--- src/rtl/banked_irq_ctrl.sv ---
module banked_irq_ctrl #(
  parameter int AW = 6,
  parameter int DW = 32,
  parameter int NB = 8
) (
  input  logic          clk,
  input  logic          rst_n,
  input  logic [NB-1:0] src_basic,
  input  logic [DW-1:0] src_a,
  input  logic [DW-1:0] src_b,
  input  logic          wr_en,
  input  logic [AW-1:0] addr,
  input  logic [DW-1:0] wdata,
  output logic [DW-1:0] rdata,
  output logic          irq_o
);
  localparam int NSA = 5;
  localparam int NSB = 6;
  localparam int SA_POS [NSA] = '{7, 9, 10, 18, 19};
  localparam int SB_POS [NSB] = '{21, 22, 23, 24, 25, 30};
  localparam int SUM_A  = NB;
  localparam int SUM_B  = NB + 1;
  localparam int MIR_LO = NB + 2;
  localparam int TOP0   = MIR_LO + NSA + NSB;

  localparam logic [AW-1:0] A_PEND0 = AW'(6'h00);
  localparam logic [AW-1:0] A_PEND1 = AW'(6'h04);
  localparam logic [AW-1:0] A_PEND2 = AW'(6'h08);
  localparam logic [AW-1:0] A_EN1   = AW'(6'h10);
  localparam logic [AW-1:0] A_EN2   = AW'(6'h14);
  localparam logic [AW-1:0] A_EN0   = AW'(6'h18);
  localparam logic [AW-1:0] A_DIS1  = AW'(6'h1C);
  localparam logic [AW-1:0] A_DIS2  = AW'(6'h20);
  localparam logic [AW-1:0] A_DIS0  = AW'(6'h24);

  function automatic logic [DW-1:0] mask_a();
    logic [DW-1:0] m = '0;
    for (int i = 0; i < NSA; i++) m[SA_POS[i]] = 1'b1;
    return m;
  endfunction
  function automatic logic [DW-1:0] mask_b();
    logic [DW-1:0] m = '0;
    for (int i = 0; i < NSB; i++) m[SB_POS[i]] = 1'b1;
    return m;
  endfunction
  localparam logic [DW-1:0] MASK_A = mask_a();
  localparam logic [DW-1:0] MASK_B = mask_b();

  logic [NB-1:0] en0;
  logic [DW-1:0] en1, en2;
  logic [NB-1:0] pend_basic;
  logic [DW-1:0] pend_a, pend_b;
  logic [NSA-1:0] mir_a;
  logic [NSB-1:0] mir_b;
  logic [TOP0-1:0] pend_top;

  always_ff @(posedge clk) begin
    if (!rst_n) begin
      en0 <= '0;
      en1 <= '0;
      en2 <= '0;
    end else if (wr_en) begin
      case (addr)
        A_EN0:   en0 <= en0 | wdata[NB-1:0];
        A_DIS0:  en0 <= en0 & ~wdata[NB-1:0];
        A_EN1:   en1 <= en1 | wdata;
        A_DIS1:  en1 <= en1 & ~wdata;
        A_EN2:   en2 <= en2 | wdata;
        A_DIS2:  en2 <= en2 & ~wdata;
        default: ;
      endcase
    end
  end

  assign pend_basic = src_basic & en0;
  assign pend_a     = src_a & en1;
  assign pend_b     = src_b & en2;

  for (genvar i = 0; i < NSA; i++) begin : g_mir_a
    assign mir_a[i] = pend_a[SA_POS[i]];
  end
  for (genvar i = 0; i < NSB; i++) begin : g_mir_b
    assign mir_b[i] = pend_b[SB_POS[i]];
  end

  assign pend_top = {mir_b, mir_a, |(pend_b & ~MASK_B), |(pend_a & ~MASK_A), pend_basic};
  assign irq_o    = |pend_top;

  always_comb begin
    rdata = '0;
    case (addr)
      A_PEND0:        rdata = DW'(pend_top);
      A_PEND1:        rdata = pend_a;
      A_PEND2:        rdata = pend_b;
      A_EN0:          rdata = DW'(en0);
      A_EN1:          rdata = en1;
      A_EN2:          rdata = en2;
      default:        rdata = '0;
    endcase
  end

  a_r2_set_bits: assert property (@(posedge clk) disable iff (!rst_n)
    (wr_en && addr == A_EN1) |=> ((en1 & $past(wdata)) == $past(wdata)));

  a_r2_no_spurious_clear: assert property (@(posedge clk) disable iff (!rst_n)
    !(wr_en && addr == A_DIS1) |=> ((en1 & $past(en1)) == $past(en1)));

  a_r3_clear_bits: assert property (@(posedge clk) disable iff (!rst_n)
    (wr_en && addr == A_DIS2) |=> ((en2 & $past(wdata)) == '0));

  a_r8_en0_own_regs: assert property (@(posedge clk) disable iff (!rst_n)
    !(wr_en && (addr == A_EN0 || addr == A_DIS0)) |=> $stable(en0));

  a_r7_summary_source: assert property (@(posedge clk) disable iff (!rst_n)
    pend_top[SUM_A] |-> ((src_a & en1 & ~MASK_A) != '0));

  a_r9_irq_has_source: assert property (@(posedge clk) disable iff (!rst_n)
    irq_o |-> (((src_basic & en0) != '0) || ((src_a & en1) != '0) || ((src_b & en2) != '0)));

  a_r6_mirror_top: assert property (@(posedge clk) disable iff (!rst_n)
    pend_top[TOP0-1] |-> (src_b[30] && en2[30]));
endmodule

--- config.mk ---
export PLATFORM = sky130hd
export DESIGN_NAME = banked_irq_ctrl
export DESIGN_NICKNAME = d
export VERILOG_FILES = /design/src/rtl/banked_irq_ctrl.sv
export SDC_FILE = /design/constraint.sdc
export NUM_CORES = 1
export LEC_CHECK = 0
export CORE_ASPECT_RATIO = 1.5
export CORE_MARGIN = 2
export CORE_UTILIZATION = 49
export DETAILED_ROUTE_END_ITERATION = 6
export PLACE_DENSITY = 0.86
export SLEW_MARGIN = 20
export SYNTH_ARGS = -nofsm -noshare
export SYNTH_HDL_FRONTEND = slang
export SYNTH_SLANG_ARGS = --single-unit
--- constraint.sdc ---
create_clock -name clk -period 5.4 [get_ports clk]
set_input_delay 0.54 -clock clk [delete_from_list [all_inputs] [get_ports clk]]
set_output_delay 0.54 -clock clk [all_outputs]
set_load 0.05 [all_outputs]
==> key figures <==
Status
  – Result of the run: complete, but fails checks
  – Failing checks: design-rule violations

Worst setup path
  – R2R depth: 2
  – CP Max Fanout: 32
  – Critical path class: primary input to output port
  – CP Data Arrival Time: 3710 ps
  – Worst setup SP type: primary input
  – CP required: 4860 ps
  – Reg2reg setup slack: 4520 ps
  – Worst setup EP type: output port

CTS
  – Sink Count: 72
  – Clk pin slew, worst setup/hold paths: 60 ps
  – CTS resizes: 0
  – CTS Buffer Depth: 2
  – Setup repair bufs after CTS: 0
  – Root Buffer Master: clkbuf_16
  – CTS tree: yes
  – Worst-Skew Late Latency: 330 ps
  – Cts bufs inserted: 9
  – Cts hold-fix bufs: 0
  – H-tree levels: 3

Synthesis
  – Cell with the most instances after synthesis: a21oi_1
  – Yosys cell types: 38
  – Syn avg cell area: 8.03 µm²
  – Most frequent cells after synthesis: 117 x a21oi_1, 72 x a211oi_1, 72 x dfxtp_1, 42 x inv_1, 30 x clkbuf_1
  – Synth area leader: dfxtp_1
  – EDFF count, synth: 0
  – Syn. warnings: 0
  – Syn nets: 609
  – Synth Register Bits: 72
  – Seq/Total Area, Yosys: 0.362
  – Synth Flop Type: dfxtp_1
  – Yosys top cell area share: 0.362
  – Synth area leaders: dfxtp_1 36%, a21oi_1 15%, a211oi_1 14%
  – Mapped Cells: 496
  – Mapped Area: 0.00398 mm²
  – Async S/R FF share, synth: 0

STA
  – Actual slew at the worst max-slew pin: 1070 ps
  – Endpoints failing setup: 0
  – Final Cycle Share: 0.788
  – Final Hold Fails: 0
  – RSZ-0062 raised after global routing: no
  – Final min period: 4250 ps
  – Worst Setup Slack, final: 1150 ps
  – Setup TNS Final: 0 ps
  – Clk_skew: 0 ps
  – Fmax: 0.235 GHz
  – Max_slew headroom: 0.281
  – Fin. max-slew vios: 0

Layout
  – Sequential Area: 0.00144 mm²
  – Synth-to-Final Area Change: 45.8%
  – Post-layout util: 0.730
  – ANT cells: 0
  – Filler cells: 632
  – Final nets: 735
  – Multi-input gate area: 0.00226 mm²
  – Share of layout cells above drive strength 1: 0.0590

Floorplanning
  – Die Span X: 77.6 µm
  – Initial core utilization: 0.500
  – Die height: 114 µm
  – IO Count: 146
  – Row Count: 40
  – Die Footprint: 0.00888 mm²
  – Core area: 0.00796 mm²

Power
  – Lkg Pwr: 1.83 nW
  – Cell area power density: 224 mW/mm²
  – VDD IR-drop max: 189 µV

Global route
  – Vias in the first global route: 4,672
  – First-pass GRT wire length: 25.3 mm
  – Initial antenna violation count: 0
  – Largest net degree at the start of global routing: 73
  – Grt ovf: 0
  – Tot GR Track Use: 0.369

Routing
  – Wire per inst: 22.3 µm
  – DR pass1 iterations: 7
  – Routed Antenna Nets: 0
  – Initial DRC Count: 633
  – DRC violations left: 7
  – Vias/cell: 6.63
  – Via count of the routed design: 4,851
  – Post-Route WL: 16.3 mm

Placement
  – PortBufs: 145
  – Setup slack at placement: 1220 ps
  – Hpwl dp: 11.7 mm
  – Final Wtd Congestion: 0.931

Run
  – Max-cap viol count: 0

Min path
  – Min-Delay Path Class: register to register
  – Worst Hold Path Cells: 2
power breakdown:
group          total, W  switching (W)  internal (W)
Clock          0.000594       0.000237      0.000357
Sequential     0.000537     0.00000319      0.000534
Combinational  0.000169      0.0000805     0.0000888
Total           0.00130       0.000321      0.000980
critical path, stage by stage:
cell and delay (ps):
clkdlybuf4s50_1 730, or4b_4 710, nor3_4 120, buf_4 370, a21o_1 180, a22oi_1 60
o21ai_0 120, clkdlybuf4s50_1 860
area by class of cell:
cell class / instances / area share
Clock buffer: 9 / 0.0388
Clock inverter: 7 / 0.0123
Inverter: 43 / 0.0280
Multi-Input combinational cell: 343 / 0.390
Sequential cell: 72 / 0.248
Tap cell: 105 / 0.0226
Timing Repair Buffer: 153 / 0.260
layout by cell type (no fill, tap or decap), types with 2 or more instances in the layout:
cell / netlist / routed
clkdlybuf4s50_1: 0 / 145
a21oi_1: 117 / 116
a211oi_1: 72 / 72
dfxtp_1: 72 / 72
inv_1: 42 / 42
o21ai_0: 23 / 23
a22oi_1: 21 / 21
a21o_1: 18 / 18
nand2_1: 11 / 11
a32oi_1: 11 / 11
o22ai_1: 11 / 11
clkbuf_16: 0 / 9
buf_4: 4 / 8
nand3_1: 7 / 7
a222oi_1: 7 / 7
a22o_1: 6 / 6
a221oi_1: 6 / 6
nand4_1: 5 / 5
nor2b_1: 3 / 3
nor4_2: 1 / 3
clkinv_2: 0 / 3
clkinvlp_4: 0 / 3
or3_1: 2 / 2
a221o_1: 2 / 2
and4_1: 2 / 2
nor2_1: 3 / 2
and2_1: 2 / 2
through the flow:
step	cell area, µm²	hold WS (ps)	cells	total power (W)
floorplan	3980	502	496	0.000589
global placement	5510	516	716	0.000712
detailed placement	5510	528	716	0.000713
CTS	5800	533	732	0.00130
global route	5810	557	732	0.00133
finish	5810	536	732	0.00130
logic make-up (layout without fill, tap and decap cells):
family	count (synthesis)	count (layout)	synth area share
AOI/OAI and AO/OA	296	296	0.479
buffers and inverters	81	212	0.0830
DFF	72	72	0.362
and+or+nand+nor	47	47	0.0764
worst max path at each step:
stage | startpoint | to | slack [ps] | cells past startpoint
after floorplan | addr[3] | rdata[10] | 1900 | 6
after global placement | addr[2] | rdata[20] | 1270 | 8
after detailed placement | addr[2] | rdata[5] | 1220 | 8
after CTS | addr[2] | rdata[5] | 1200 | 8
after global routing | addr[2] | rdata[28] | 1020 | 7
final | addr[2] | rdata[5] | 1150 | 8
layer usage:
layer / wire (µm) / global-route usage / vias to the layer above
met4: 864 / 0.204 / 0
met3: 1560 / 0.0655 / 81
met5: 0 / 0 / -
li1: - / - / 2192
met1: 5980 / 0.441 / 2233
met2: 7930 / 0.623 / 345
(Power assumes the default switching activity.)
